File: src/rtl/ldst_dep_pkg.sv
package ldst_dep_pkg;

   // True when age a precedes age b, modulo 2^w (w <= 32).
   function automatic logic age_older(input logic [31:0] a,
                                      input logic [31:0] b,
                                      input int unsigned w);
      logic [31:0] diff;
      diff = a - b;
      return diff[w-1];
   endfunction

endpackage

File: src/rtl/sq_entry_hazard.sv
module sq_entry_hazard
   import ldst_dep_pkg::*;
#(
   parameter int ADDR_W = 16,
   parameter int AGE_W  = 6
) (
   input  logic              ent_valid,
   input  logic              ent_known,
   input  logic [ADDR_W-1:0] ent_addr,
   input  logic [AGE_W-1:0]  ent_age,
   input  logic [AGE_W-1:0]  ld_age,
   input  logic [ADDR_W-1:0] ld_addr,
   output logic              hz_unknown,
   output logic              hz_match
);

   logic st_is_older;
   logic same_addr;

   always_comb begin
      st_is_older = age_older(32'(ent_age), 32'(ld_age), AGE_W);
      same_addr   = (ent_addr == ld_addr);
      hz_unknown  = ent_valid & st_is_older & ~ent_known;
      hz_match    = ent_valid & st_is_older & ent_known & same_addr;
   end

endmodule

File: src/rtl/sq_store_ring.sv
module sq_store_ring
   import ldst_dep_pkg::*;
#(
   parameter int DEPTH  = 8,
   parameter int ADDR_W = 16,
   parameter int AGE_W  = 6,
   localparam int PTR_W = $clog2(DEPTH),
   localparam int CNT_W = $clog2(DEPTH + 1)
) (
   input  logic                         clk,
   input  logic                         rst_n,
   input  logic                         alloc_valid,
   input  logic [AGE_W-1:0]             alloc_age,
   input  logic                         fill_valid,
   input  logic [AGE_W-1:0]             fill_age,
   input  logic [ADDR_W-1:0]            fill_addr,
   input  logic                         commit_valid,
   input  logic                         flush_valid,
   input  logic [AGE_W-1:0]             flush_age,
   output logic [DEPTH-1:0]             ent_valid,
   output logic [DEPTH-1:0]             ent_known,
   output logic [DEPTH-1:0][ADDR_W-1:0] ent_addr,
   output logic [DEPTH-1:0][AGE_W-1:0]  ent_age,
   output logic [CNT_W-1:0]             count,
   output logic                         full
);

   logic [DEPTH-1:0]             v_q, v_n;
   logic [DEPTH-1:0]             k_q, k_n;
   logic [DEPTH-1:0][ADDR_W-1:0] a_q, a_n;
   logic [DEPTH-1:0][AGE_W-1:0]  g_q, g_n;
   logic [PTR_W-1:0]             head_q, head_n;
   logic [PTR_W-1:0]             tail;
   logic                         commit_fire;
   logic                         alloc_fire;

   always_comb begin
      count = '0;
      for (int i = 0; i < DEPTH; i++) begin
         count = count + CNT_W'(v_q[i]);
      end
      full        = (count == CNT_W'(DEPTH));
      tail        = head_q + count[PTR_W-1:0];
      commit_fire = commit_valid && (count != '0);
      alloc_fire  = alloc_valid && !flush_valid && !full;
   end

   always_comb begin
      v_n    = v_q;
      k_n    = k_q;
      a_n    = a_q;
      g_n    = g_q;
      head_n = commit_fire ? head_q + PTR_W'(1) : head_q;
      for (int i = 0; i < DEPTH; i++) begin
         if (commit_fire && (PTR_W'(i) == head_q)) begin
            v_n[i] = 1'b0;
         end
         if (flush_valid && v_q[i] &&
             age_older(32'(flush_age), 32'(g_q[i]), AGE_W)) begin
            v_n[i] = 1'b0;
         end
         if (!flush_valid && fill_valid && v_q[i] && (g_q[i] == fill_age)) begin
            k_n[i] = 1'b1;
            a_n[i] = fill_addr;
         end
      end
      if (alloc_fire) begin
         v_n[tail] = 1'b1;
         k_n[tail] = 1'b0;
         a_n[tail] = '0;
         g_n[tail] = alloc_age;
      end
   end

   always_ff @(posedge clk) begin
      if (!rst_n) begin
         v_q    <= '0;
         k_q    <= '0;
         a_q    <= '0;
         g_q    <= '0;
         head_q <= '0;
      end else begin
         v_q    <= v_n;
         k_q    <= k_n;
         a_q    <= a_n;
         g_q    <= g_n;
         head_q <= head_n;
      end
   end

   assign ent_valid = v_q;
   assign ent_known = k_q;
   assign ent_addr  = a_q;
   assign ent_age   = g_q;


   alloc_push_chk: assert property (@(posedge clk) disable iff (!rst_n)
      alloc_valid && !flush_valid && !commit_valid && !full
      |=> count == $past(count) + CNT_W'(1));


   full_hold_chk: assert property (@(posedge clk) disable iff (!rst_n)
      full && !commit_valid && !flush_valid |=> full);


   commit_pop_chk: assert property (@(posedge clk) disable iff (!rst_n)
      commit_valid && (count != '0) && !flush_valid && !alloc_valid
      |=> count == $past(count) - CNT_W'(1));


   commit_known_chk: assert property (@(posedge clk) disable iff (!rst_n)
      commit_valid && (count != '0) |-> k_q[head_q]);


   flush_shrink_chk: assert property (@(posedge clk) disable iff (!rst_n)
      flush_valid |=> count <= $past(count));

endmodule

File: src/rtl/ldst_dep_check.sv
module ldst_dep_check
   import ldst_dep_pkg::*;
#(
   parameter int DEPTH  = 8,
   parameter int ADDR_W = 16,
   parameter int AGE_W  = 6,
   localparam int CNT_W = $clog2(DEPTH + 1)
) (
   input  logic              clk,
   input  logic              rst_n,
   input  logic              st_alloc_valid,
   input  logic [AGE_W-1:0]  st_alloc_age,
   input  logic              st_addr_valid,
   input  logic [AGE_W-1:0]  st_addr_age,
   input  logic [ADDR_W-1:0] st_addr,
   input  logic              st_commit,
   input  logic              flush_valid,
   input  logic [AGE_W-1:0]  flush_age,
   input  logic              ld_valid,
   input  logic [AGE_W-1:0]  ld_age,
   input  logic [ADDR_W-1:0] ld_addr,
   output logic              ld_grant,
   output logic              ld_stall_unknown,
   output logic              ld_stall_match,
   output logic [CNT_W-1:0]  sq_count,
   output logic              sq_full
);

   if (DEPTH < 2 || (DEPTH & (DEPTH - 1)) != 0) begin : g_bad_depth
      $error("ldst_dep_check: DEPTH must be a power of two, at least 2");
   end
   if (AGE_W < $clog2(DEPTH) + 3 || AGE_W > 32) begin : g_bad_age
      $error("ldst_dep_check: AGE_W must exceed twice the in-flight window");
   end
   if (ADDR_W < 1) begin : g_bad_addr
      $error("ldst_dep_check: ADDR_W must be positive");
   end

   logic [DEPTH-1:0]             e_valid;
   logic [DEPTH-1:0]             e_known;
   logic [DEPTH-1:0][ADDR_W-1:0] e_addr;
   logic [DEPTH-1:0][AGE_W-1:0]  e_age;
   logic [DEPTH-1:0]             hz_unk;
   logic [DEPTH-1:0]             hz_mat;

   sq_store_ring #(
      .DEPTH  (DEPTH),
      .ADDR_W (ADDR_W),
      .AGE_W  (AGE_W)
   ) u_ring (
      .clk          (clk),
      .rst_n        (rst_n),
      .alloc_valid  (st_alloc_valid),
      .alloc_age    (st_alloc_age),
      .fill_valid   (st_addr_valid),
      .fill_age     (st_addr_age),
      .fill_addr    (st_addr),
      .commit_valid (st_commit),
      .flush_valid  (flush_valid),
      .flush_age    (flush_age),
      .ent_valid    (e_valid),
      .ent_known    (e_known),
      .ent_addr     (e_addr),
      .ent_age      (e_age),
      .count        (sq_count),
      .full         (sq_full)
   );

   for (genvar i = 0; i < DEPTH; i++) begin : g_hz
      sq_entry_hazard #(
         .ADDR_W (ADDR_W),
         .AGE_W  (AGE_W)
      ) u_hz (
         .ent_valid  (e_valid[i]),
         .ent_known  (e_known[i]),
         .ent_addr   (e_addr[i]),
         .ent_age    (e_age[i]),
         .ld_age     (ld_age),
         .ld_addr    (ld_addr),
         .hz_unknown (hz_unk[i]),
         .hz_match   (hz_mat[i])
      );
   end

   always_comb begin
      ld_stall_unknown = ld_valid && (|hz_unk);
      ld_stall_match   = ld_valid && (|hz_mat);
      ld_grant         = ld_valid && !(|hz_unk) && !(|hz_mat);
   end


   empty_grant_chk: assert property (@(posedge clk) disable iff (!rst_n)
      (sq_count == '0) |-> (ld_grant == ld_valid));


   idle_quiet_chk: assert property (@(posedge clk) disable iff (!rst_n)
      !ld_valid |-> !ld_grant && !ld_stall_unknown && !ld_stall_match);


   grant_excl_chk: assert property (@(posedge clk) disable iff (!rst_n)
      ld_grant |-> !ld_stall_unknown && !ld_stall_match);

endmodule

File: config.mk
export PLATFORM = sky130hd
export DESIGN_NAME = ldst_dep_check
export DESIGN_NICKNAME = d
export VERILOG_FILES = /design/src/rtl/ldst_dep_pkg.sv /design/src/rtl/sq_entry_hazard.sv /design/src/rtl/sq_store_ring.sv /design/src/rtl/ldst_dep_check.sv
export SDC_FILE = /design/constraint.sdc
export NUM_CORES = 1
export LEC_CHECK = 0
export BUFFER_PORTS_ARGS = -buffer_cell sky130_fd_sc_hd__buf_2
export CAP_MARGIN = 0
export CELL_PAD_IN_SITES_DETAIL_PLACEMENT = 2
export CELL_PAD_IN_SITES_GLOBAL_PLACEMENT = 2
export CORE_ASPECT_RATIO = 0.8
export CORE_UTILIZATION = 42
export CTS_CLUSTER_DIAMETER = 150
export DETAILED_ROUTE_END_ITERATION = 8
export GPL_TIMING_DRIVEN = 0
export PLACE_DENSITY = 0.94
export SYNTH_ARGS = -nofsm -noshare
export SYNTH_HDL_FRONTEND = slang
export SYNTH_HIERARCHICAL = 1
export SYNTH_SLANG_ARGS = --single-unit
File: constraint.sdc
create_clock -name clk -period 13.6 [get_ports clk]
set_clock_uncertainty 0.15 [all_clocks]
set_input_delay 1.36 -clock clk [delete_from_list [all_inputs] [get_ports clk]]
set_output_delay 1.36 -clock clk [all_outputs]
set_load 0.02 [all_outputs]
# [Word level (Yosys, flattened, before mapping)]
# Cells that the tools add are included.
[word_totals] reg_bits=195 input_bits=63 output_inout_bits=8 elab_cells=214
[op_classes] add_sub_neg=25 order_cmp=2 n_eq_ne=24 mux=42 n_bitwise=45 reduce_logical=57
[op_table] cell="two-way mux 16 bit" count=9
[op_table] cell="bitwise AND 128 bit" count=1
[op_table] cell="equality test 16 bit" count=8
[op_table] cell="two-way mux 128 bit" count=1
[op_table] cell="NOT 128 bit" count=1
[op_table] cell="subtractor 6 bit" count=16
[op_table] cell="logical AND 1 bit" count=49
[op_table] cell="bitwise mux 48 bit" count=1
[op_table] cell="demux 16 bit (select 3 bit)" count=1
[op_table] cell="equality test 6 bit" count=8
[op_table] cell="bitwise AND 1 bit" count=32
[op_table] cell="two-way mux 1 bit" count=25
[op_table] cell="adder 4 x 1 -> 4 bit" count=6
[op_table] cell="demux 6 bit (select 3 bit)" count=1
[op_table] cell="two-way mux 8 bit" count=2
[op_table] cell="OR reduction 8 bit" count=2
[op_table] cell="equality test 3 bit (first input constant)" count=4
[op_table] cell="bitwise AND 8 bit" count=1
[op_table] cell="NOT 1 bit" count=8
[op_table] cell="NOT 8 bit" count=1
[op_table] cell="bitwise OR 8 bit" count=1
[op_table] cell="equality test 2 x 3 -> 1 bit (first input constant)" count=2
[op_table] cell="two-way mux 6 bit" count=1
[op_table] cell="equality test 4 bit (second input constant)" count=1
[op_table] cell="10 further kinds" count=13

# [Logic depth before layout (Yosys ltp)]
# Gate-level depths: netlist of the first run.
[logic_depth] ltp_word=15 ltp_mapped=14 depth_no_buf=13

# [Modules after synthesis]
# Netlist of the first run, hierarchy kept.
[modules_own_cells] mod="sq_store_ring" instances=1 cells_each=949 area_per_inst_um2=8946.1 seq_area_each_um2=3903.7
[modules_own_cells] mod="sq_entry_hazard" instances=8 cells_each=40 area_per_inst_um2=316.6 seq_area_each_um2=0.0
[modules_own_cells] mod="ldst_dep_check" instances=1 cells_each=9 area_per_inst_um2=61.3 seq_area_each_um2=0.0

# [Worst setup path before layout of the first run]
# Ideal clock, no wire load.
[synth_timing] path_type="register to output" start="register u_ring.v_q[0], in the netlist u_ring/ent_valid[0]" end="output sq_full" arrival_time_ns=3.299 slack_ns=8.791 stages_incl_launch_ff=10 path_cell_list="dfxtp_1 -> fa_1 -> inv_1 -> fa_1 -> fa_1 -> inv_1 -> ha_1 -> fa_1 -> and4bb_2 -> and2_1"
[synth_via] elab_chain_len=8
[synth_rtl] item="start: declaration" line="sq_store_ring.sv:28" text="logic [DEPTH-1:0] v_q, v_n;"
[synth_rtl] item="start signal: assignment" line="sq_store_ring.sv:83" text="v_q <= v_n;"
[synth_rtl] item="adder 1 x 1 -> 2 bit" line="sq_store_ring.sv:40" text="count = count + CNT_W'(v_q[i]);"
[synth_rtl] item="adder 4 x 1 -> 4 bit (6 in series)" line="sq_store_ring.sv:40"
[synth_rtl] item="named net sq_count[1]" line="ldst_dep_check.sv:25" text="output logic [CNT_W-1:0] sq_count,"
[synth_rtl] item="equality test 4 bit" line="sq_store_ring.sv:42" text="full = (count == CNT_W'(DEPTH));"
[synth_rtl] item="end: declaration" line="ldst_dep_check.sv:26" text="output logic sq_full"
# The timed path passes the listed nets, and every way through them passes these cells.

# [Worst setup path in the final report of the first run]
[layout_timing] start="register u_ring.v_q[3], in the netlist u_ring/ent_valid[3]" end="register u_ring.a_q (netlist bit u_ring/ent_addr[93])"
[layout_via] elab_chain_len=13
[layout_rtl] item="adder 4 x 1 -> 4 bit * (5 in series)" line="sq_store_ring.sv:40"
[layout_rtl] item="adder 3 bit" line="sq_store_ring.sv:43" text="tail = head_q + count[PTR_W-1:0];"
[layout_rtl] item="< comparator 3 x 4 -> 1 bit (implied by the code) or greater-or-equal comparator 3 x 1 -> 1 bit (tied branches)" line="sq_store_ring.sv:70" text="a_n[tail] = '0;"
[layout_rtl] item="logical AND 1 bit (implied by the code)" line="sq_store_ring.sv:70"
[layout_rtl] item="two-way mux 16 bit (implied by the code)" line="sq_store_ring.sv:70"
[layout_rtl] item="demux 16 bit (select 3 bit)"
[layout_rtl] item="NOT 128 bit (no line)"
[layout_rtl] item="bitwise AND 128 bit (no line)"
[layout_rtl] item="two-way mux 128 bit *" line="sq_store_ring.sv:67" text="if (alloc_fire) begin"
[layout_rtl] item="end signal: assignment" line="sq_store_ring.sv:85" text="a_q <= a_n;"
[layout_rtl] item="end: declaration" line="sq_store_ring.sv:30" text="logic [DEPTH-1:0][ADDR_W-1:0] a_q, a_n;"
# Every way passes the cells marked *; elsewhere a longest branch is shown, timed or not.
# A chain may end at the register's enable or synchronous reset.

==> results.yml, run 1 <==
run_status:
  status: "completed"
cts:
  cts_buffer_depth: 2
  hold_buffers: 0
  numClockSinks: 195
  cts_buffers: 17
  post_cts_resized: 0
  insertion_delay_ns: 0.47
  root_buffer: "clkbuf_16"
  post_cts_buffers: 0
  clk_pin_slew_worst_paths_ns: 0.08
  cts_tree: "yes"
  h-tree-depth: 4
power:
  power_uw: 1530
  p_per_area_mw_per_mm2: 119
  ir_drop_uv: 107
  power_leakage_uw: 0.00625
timing:
  final_hold_viol_count: 0
  rsz0062_at_grt: "false"
  finalCritPeriodShare_pct: 47.6
  maxSlewHeadroom_pct: 15.5
  timing_worst_slew_pin_value_ns: 1.26
  setup_viol: 0
  maxClockFrequency_ghz: 0.154
  period_minus_slack_ns: 6.48
  worst_slack_ns: 7.12
  slew_violations: 0
  setup_tns_ns: 0
synth:
  ys_ff_latch: 195
  synth_cell_types: 46
  avgSynthCellArea_um2: 9.03
  synth_nets: 1420
  synthFlopType: "dfxtp_1"
  syn-instance-count: 1278
  yosys_warnings: 6
  synth_area_mm2: 0.0115
  async_flop_share_pct: 0
  ys_seq_area_share_pct: 33.8
  synth_edf_count: 0
place:
  place_ws_ns: 7.85
  place_congestion: 0.865
  hpwl_um: 35400
  io_buffers: 45
global_routing:
  gr-usage-all-layers_pct: 38.6
  antenna_found_initial: 3
  grt_pass1_vias: 12200
  grt_start_max_net_pins: 18
  overflow: 0
  grt_pass1_wl_um: 79700
layout:
  drive_gt1_share_pct: 11.1
  nets: 1484
  layout_common_cells: "dfxtp_1, xor2_1, nor2_1, mux2i_1, inv_1"
  fill_cells: 2851
  final_common_cell: "dfxtp_1"
  synthToLayoutAreaGrowth_pct: 10.9
setup_path:
  r2r.worst_path.cells: 13
  crit_arrival_ns: 6.67
  worstPathMaxFanout: 10
  ff2ff_setup_slack_ns: 7.12
  worstPathRequired_ns: 13.80
  cp-end-kind: "register"
  start_kind: "register"
  crit_type: "register to register"
worst_hold_path:
  hp-class: "register to register"
  hold_depth: 2
floorplan:
  die_area_mm2: 0.0281
  num_io_pins: 71
  core_area_mm2: 0.0267
  rows: 53
  die_y_um: 150
  initial_core_util_pct: 43.3
  die_x_um: 187
routing:
  drt-initial-drc-count: 1146
  wl_per_cell_um: 31.7
  drtAntennaViolNets: 0
  routed_wl_um: 54400
  drt_pass1_iterations: 5
  drc: 0
  viasPerCell: 6.30
  vias: 10800
run:
  drv_cap: 0
[registers in the layout, summed over array words and instances (netlist names)]
name / flops
u_ring/ent_known: 8
u_ring/head_q: 3
u_ring/ent_valid: 8
u_ring/ent_age: 48
u_ring/ent_addr: 128
[area by class of cell]
class / count / area, µm² / share of cell area (%)
multi-input combinational: 933 / 6960 / 54.4
sequential: 195 / 3900 / 30.5
clock buffer: 19 / 453 / 3.54
tap: 357 / 447 / 3.49
buffer: 65 / 354 / 2.77
inverter: 85 / 319 / 2.49
timing repair buffer: 45 / 225 / 1.76
clock inverter: 13 / 124 / 0.968
antenna: 3 / 7.51 / 0.0587
[cell usage after synthesis, drive strengths merged (10+ instances only)]
cell type | n | area share [%]
clkbuf | 21 | 0.69
buf | 44 | 2.4
xnor2 | 60 | 4.6
a21oi | 39 | 2.0
mux2i | 141 | 12
a21o | 11 | 0.72
nand3 | 47 | 2.0
o21ai | 60 | 2.6
xor2 | 147 | 11
nor2b | 22 | 1.2
a31oi | 10 | 0.54
dfxtp | 195 | 34
ha | 74 | 8.0
nand2 | 63 | 2.2
nor4 | 28 | 1.6
nand4 | 11 | 0.78
nor2 | 144 | 4.7
inv | 84 | 2.7
[path summary, 6_finish.rpt]
kind,from,end
worst max-delay path,u_ring/ent_valid[3],u_ring/ent_addr[93]
worst min-delay path,u_ring/ent_known[7],u_ring/ent_known[7]
worst max register to register,u_ring/ent_valid[3],u_ring/ent_addr[93]
worst min register to register,u_ring/ent_known[7],u_ring/ent_known[7]
[critical path, stage by stage, from the launching register on]
cell and delay [ns]:
dfxtp_1 0.57, fa_1 0.53, inv_1 0.10, fa_1 0.47, fa_1 0.55, inv_1 0.06
ha_1 0.23, fa_1 0.69, fa_1 0.59, a211oi_1 0.96, nand3_1 0.53, nand2_1 0.43
buf_2 0.35, nor2_1 0.12
[where the power goes]
part | leakage, µW | total (µW) | switching (µW) | internal [µW]
registers | 0.00157 | 618 | 31.3 | 587
clock network | 0.000282 | 537 | 271 | 266
logic | 0.00440 | 373 | 261 | 112
[routing by layer]
metal  routed length, µm  up-vias  GRT usage [%]
met5                   0        -              0
met4                2860        0           22.5
met3                3950      211           8.48
met2               25300      628           63.8
met1               22300     5529           46.7
li1                    -     4429              -
[stage by stage]
stage	instance area, µm²	std cells	util [%]	hold slack (ns)
5_1_grt	12800	1715	48.0	0.360
3_5_place_dp	12200	1680	45.8	0.327
3_3_place_gp	12200	1680	45.8	0.303
2_1_floorplan	11500	1278	-	0.289
6_report	12800	1715	48.0	0.342
4_1_cts	12800	1712	48.0	0.336
[cells by family (layout without fill, tap and decap cells)]
family | after synthesis | in the layout | share of synthesized area [%]
DFF | 195 | 195 | 33.8
and+or+nand+nor | 363 | 363 | 15.9
buffers and inverters | 150 | 227 | 5.83
xor gates and xnor gates | 207 | 207 | 15.8
adders and majority gates | 79 | 79 | 8.89
AOI/OAI and AO/OA | 143 | 143 | 7.46
muxes | 141 | 141 | 12.2
other | 0 | 3 | 0
(Power assumes the default switching activity.)
==> run 2: changes to the inputs <==
- CORE_UTILIZATION: 42 -> 39
- PLACE_DENSITY: 0.94 -> 0.89
- clock period: 13.6 -> 6.1 ns (I/O delays scaled with it)
==> results.yml, run 2 (synthesis gave the netlist of run 1 again) <==
routing:
  vias: 10400
  drt_pass1_iterations: 8
  wl_per_cell_um: 29.8
  routed_wl_um: 51400
  drt-initial-drc-count: 881
  drc: 0
  viasPerCell: 6.04
  drtAntennaViolNets: 0
cts:
  clk_pin_slew_worst_paths_ns: 0.08
  insertion_delay_ns: 0.47
  post_cts_resized: 1
  h-tree-depth: 4
  root_buffer: "clkbuf_16"
  hold_buffers: 0
  post_cts_buffers: 0
  numClockSinks: 195
  cts_tree: "yes"
  cts_buffer_depth: 2
  cts_buffers: 17
power:
  netSwitchingPower_uw: 1200
  p_sw_share_pct: 36.5
  intPower_uw: 2100
  power_frac_seq_pct: 41.6
  power_uw: 3300
  pwr-share-clk_pct: 34.2
  ir_drop_uv: 247
  p_per_area_mw_per_mm2: 258
  pwr-share-comb_pct: 24.2
  power_leakage_uw: 0.00622
place:
  hpwl_um: 33600
  dp_cells: 1693
  io_buffers: 45
  place_congestion: 0.856
global_routing:
  grt_pass1_vias: 11800
  grt_pass1_wl_um: 75700
  gr-usage-all-layers_pct: 33.7
  overflow: 0
  antenna_found_initial: 2
  grt_start_max_net_pins: 18
floorplan:
  die_area_mm2: 0.0303
  num_io_pins: 71
  die_x_um: 194
  rows: 55
  initial_core_util_pct: 40.2
  core_area_mm2: 0.0287
  die_y_um: 156
layout:
  stdcell_count: 1728
  layout_common_cells: "dfxtp_1, xor2_1, nor2_1, mux2i_1, inv_1"
  nets: 1484
  fill_cells: 3023
  synthToLayoutAreaGrowth_pct: 10.8
  largest_reg_flops: 128
  drive_gt1_share_pct: 11.0
  final_common_cell: "dfxtp_1"
run_status:
  status: "completed"
setup_path:
  crit_type: "register to register"
  ff2ff_setup_slack_ns: 0.11
  r2r.worst_path.cells: 14
  worstPathMaxFanout: 10
  crit_arrival_ns: 6.18
  cp-end-kind: "register"
  worstPathRequired_ns: 6.29
  worstReg2RegEnd: "u_ring/ent_addr[77]"
  reg2reg_from: "u_ring/ent_valid[3]"
  endpoint: "u_ring/ent_addr[77]"
  start_kind: "register"
  critPathLaunch: "u_ring/ent_valid[3]"
timing:
  setup_tns_ns: 0
  period_minus_slack_ns: 5.99
  slew_violations: 0
  rsz0062_at_grt: "false"
  setup_viol: 0
  maxClockFrequency_ghz: 0.167
  finalCritPeriodShare_pct: 98.1
  final_hold_viol_count: 0
  hold-worst-slack_ns: 0.304
  timing_worst_slew_pin_value_ns: 1.02
  maxSlewHeadroom_pct: 31.3
worst_hold_path:
  hp-class: "primary input to register"
run:
  drv_cap: 0
-- run 2: area by class of cell --
cell class	instances	area (µm²)	area share, %
Multi-Input combinational cell	933	6970	54.5
Timing Repair Buffer	45	225	1.76
Antenna cell	3	7.51	0.0587
Sequential cell	195	3900	30.5
Buffer	65	354	2.77
Clock buffer	20	447	3.49
Inverter	85	319	2.50
Tap cell	370	463	3.62
Clock inverter	12	96.3	0.754
-- run 2: worst max-delay path, stage by stage (launching register included) --
cell and delay [ns]:
dfxtp_1 0.52, fa_1 0.53, inv_1 0.11, fa_1 0.44
fa_1 0.51, inv_1 0.05, ha_1 0.22, fa_1 0.63
fa_1 0.50, xnor2_1 0.50, xnor2_1 0.39, nand3b_1 0.45
nand2_1 0.42, buf_2 0.33, nor2_1 0.12
-- run 2: routing by layer --
layer	track usage (%)	up-vias	share of wire, %
met2	57.4	479	48
met4	16.7	0	4.0
li1	-	4432	-
met5	0	-	0
met1	40.5	5375	42
met3	7.07	156	5.6
-- run 2: power by group through the flow --
stage	combinational, µW	clock, µW	sequential [µW]
after CTS	764	1130	1370
after global routing	822	1180	1380
after global placement	635	0	1390
final	799	1130	1370
after detailed placement	704	0	1400
after floorplan	446	0	1370
-- run 2: through the flow --
stage                     util (%)  setup slack, ns  area, µm²
after floorplan                  -             1.46      11500
after global placement        42.6            0.575      12200
after detailed placement      42.6            0.353      12200
after CTS                     44.5            0.276      12800
after global routing          44.5           0.0819      12800
final                         44.5            0.114      12800
-- run 2: worst min path at each step --
stage                              startpoint                  end  slack, ns  cells past startpoint
after floorplan           u_ring/ent_known[0]  u_ring/ent_known[0]       0.29                      2
after global placement    u_ring/ent_known[4]  u_ring/ent_known[4]       0.30                      2
after detailed placement  u_ring/ent_known[1]  u_ring/ent_known[1]       0.32                      2
after CTS                     st_alloc_age[3]   u_ring/ent_age[21]       0.29                      3
after global routing          st_alloc_age[3]   u_ring/ent_age[21]       0.33                      3
final                         st_alloc_age[3]   u_ring/ent_age[21]       0.30                      3
==> run 3: changes to the inputs <==
- PLACE_DENSITY: 0.89 -> 0.88
- SYNTH_HIERARCHICAL: 1 -> not set
==> results.yml, run 3 <==
power:
  ir_drop_uv: 253
  p_per_area_mw_per_mm2: 263
  power_leakage_uw: 0.00480
  power_uw: 3320
layout:
  layout_common_cells: "dfxtp_1, mux2i_1, xnor2_1, nor2_1, ha_1"
  largest_reg_flops: 128
  drive_gt1_share_pct: 8.29
  fill_cells: 3072
  multiInputGateArea_mm2: 0.00701
  nets: 1433
  final_cell_area_mm2: 0.0126
  final_common_cell: "dfxtp_1"
  synthToLayoutAreaGrowth_pct: 10.0
  regArea_mm2: 0.00390
worst_hold_path:
  min_delay_worst_endpoint: "u_ring.ent_known[6]"
  hold_depth: 2
  hp-class: "register to register"
  worstHoldStart: "u_ring.ent_known[6]"
timing:
  maxClockFrequency_ghz: 0.169
  final_hold_viol_count: 0
  worst_slack_ns: 0.175
  maxSlewHeadroom_pct: 35.5
  period_minus_slack_ns: 5.93
  finalCritPeriodShare_pct: 97.1
  setup_tns_ns: 0
  rsz0062_at_grt: "false"
  setup_viol: 0
  slew_violations: 0
  timing_worst_slew_pin_value_ns: 0.962
cts:
  cts_buffer_depth: 2
  post_cts_resized: 0
  hold_buffers: 0
  cts_buffers: 17
  root_buffer: "clkbuf_16"
  cts_tree: "yes"
  post_cts_buffers: 0
  h-tree-depth: 4
  insertion_delay_ns: 0.47
  clk_pin_slew_worst_paths_ns: 0.08
  numClockSinks: 195
setup_path:
  start_kind: "register"
  path_buf_inv: 3
  slowest_stage: "o21ai_1"
  worstPathRequired_ns: 6.28
  ff2ff_setup_slack_ns: 0.17
  worstPathMaxFanout: 10
  path_cells: "ha_1 -> inv_1 -> fa_1 -> fa_1 -> fa_1 -> fa_1 -> inv_1 -> fa_1 -> xnor2_1 -> xor2_1 -> nand2_1 -> o21ai_1 -> buf_2 -> nor2_1"
  crit_top_cell: "fa_1"
  slowest_delay_ns: 0.84
  r2r.worst_path.cells: 14
  reg2reg_from: "u_ring.ent_valid[1]"
  worstReg2RegEnd: "u_ring.ent_addr[126]"
  cp-end-kind: "register"
  crit_type: "register to register"
  path_delay_family: "adder cells"
  crit_arrival_ns: 6.11
run_status:
  status: "completed"
synth:
  async_flop_share_pct: 0
  avgSynthCellArea_um2: 9.20
  synth_cell_types: 52
  synth_edf_count: 0
  synth_top_area_share_pct: 34.0
  yosys-top-cells-area: "dfxtp_1, mux2i_1, xnor2_1"
  ys_ff_latch: 195
  synthFlopType: "dfxtp_1"
  synth_nets: 1391
  yosys_warnings: 0
  synth_top_area_cell: "dfxtp_1"
  ys_seq_area_share_pct: 34.0
  synth_area_mm2: 0.0115
  syn-instance-count: 1249
  synth_common_cells: "dfxtp_1, mux2i_1, xnor2_1"
  synth.most_common_cell: "dfxtp_1"
global_routing:
  gr-usage-all-layers_pct: 36.1
  grt_start_max_net_pins: 17
  grt_pass1_vias: 11900
  antenna_found_initial: 3
  overflow: 0
  grt_pass1_wl_um: 79000
routing:
  vias: 10300
  viasPerCell: 6.16
  drt-initial-drc-count: 891
  drt_pass1_iterations: 5
  drtAntennaViolNets: 0
  wl_per_cell_um: 32.4
  drc: 0
  routed_wl_um: 54200
floorplan:
  die_y_um: 156
  initial_core_util_pct: 40.1
  core_area_mm2: 0.0286
  die_x_um: 194
  die_area_mm2: 0.0302
  num_io_pins: 71
  rows: 55
place:
  place_congestion: 0.837
  place_area_mm2: 0.0121
  place_ws_ns: 0.710
  io_buffers: 23
  hpwl_um: 34000
run:
  drv_cap: 0
-- run 3: changes by cell type in the layout (fill, tap and decap cells not counted), moves of 13 or more --
cell	change
nand4_1	+22
xnor2_1	+95
o21ai_0	-42
nor2b_1	+31
buf_1	+13
inv_1	-23
mux2i_1	+35
nand3_1	-28
xor2_1	-89
nand2_1	-21
-- run 3: worst reg2reg max path, stage by stage (launching register included) --
cell	delay (ns)
dfxtp_1	0.45
ha_1	0.30
inv_1	0.07
fa_1	0.44
fa_1	0.48
fa_1	0.45
fa_1	0.60
inv_1	0.12
fa_1	0.43
xnor2_1	0.33
xor2_1	0.27
nand2_1	0.29
o21ai_1	0.84
buf_2	0.42
nor2_1	0.14
-- run 3: area by class of cell --
type	instances	area share, %
clock buffer	22	3.75
sequential	195	30.9
timing repair buffer	23	0.910
clock inverter	9	0.762
buffer	81	2.79
inverter	61	1.81
multi-input combinational	912	55.4
antenna	2	0.0396
tap	370	3.66
-- run 3: worst max path at each step --
stage | from | to | slack, ns | depth (start not counted)
finish | u_ring.ent_valid[1] | u_ring.ent_addr[126] | 0.17 | 14
global route | u_ring.ent_valid[1] | u_ring.ent_addr[126] | 0.18 | 14
CTS | u_ring.ent_valid[1] | u_ring.ent_addr[126] | 0.35 | 14
detailed placement | u_ring.ent_valid[0] | u_ring.ent_addr[59] | 0.71 | 14
global placement | u_ring.ent_valid[0] | u_ring.ent_addr[57] | 0.85 | 14
floorplan | u_ring.ent_valid[0] | u_ring.ent_addr[55] | 1.55 | 14
-- run 3: logic make-up after synthesis --
| family | share of synthesized area, % |
|---|---|
| DFF | 34.0 |
| adders and majority gates | 8.93 |
| and+or+nand+nor | 15.0 |
| buffers and inverters | 5.06 |
| muxes | 15.3 |
| AOI/OAI and AO/OA | 5.63 |
| xor gates and xnor gates | 16.1 |
-- run 3: routing by layer --
metal / global-route usage [%] / up-vias / wire [µm]
met4: 24.0 / 2 / 3490
met1: 41.4 / 5239 / 21300
li1: - / 4264 / -
met5: 0 / - / 14
met2: 60.6 / 567 / 25600
met3: 8.19 / 254 / 3850
-- run 3: power breakdown --
group	switching (µW)	total (µW)	internal, µW	leakage [µW]
logic	530	786	256	0.00295
registers	57.9	1360	1310	0.00157
clock network	574	1180	602	0.000276
-- run 3: metrics by stage --
| step | util (%) | cells | hold slack, ns |
|---|---|---|---|
| 2_1_floorplan | - | 1249 | 0.290 |
| 3_3_place_gp | 42.2 | 1642 | 0.333 |
| 3_5_place_dp | 42.2 | 1642 | 0.341 |
| 4_1_cts | 44.2 | 1673 | 0.358 |
| 5_1_grt | 44.2 | 1674 | 0.375 |
| 6_report | 44.2 | 1675 | 0.352 |
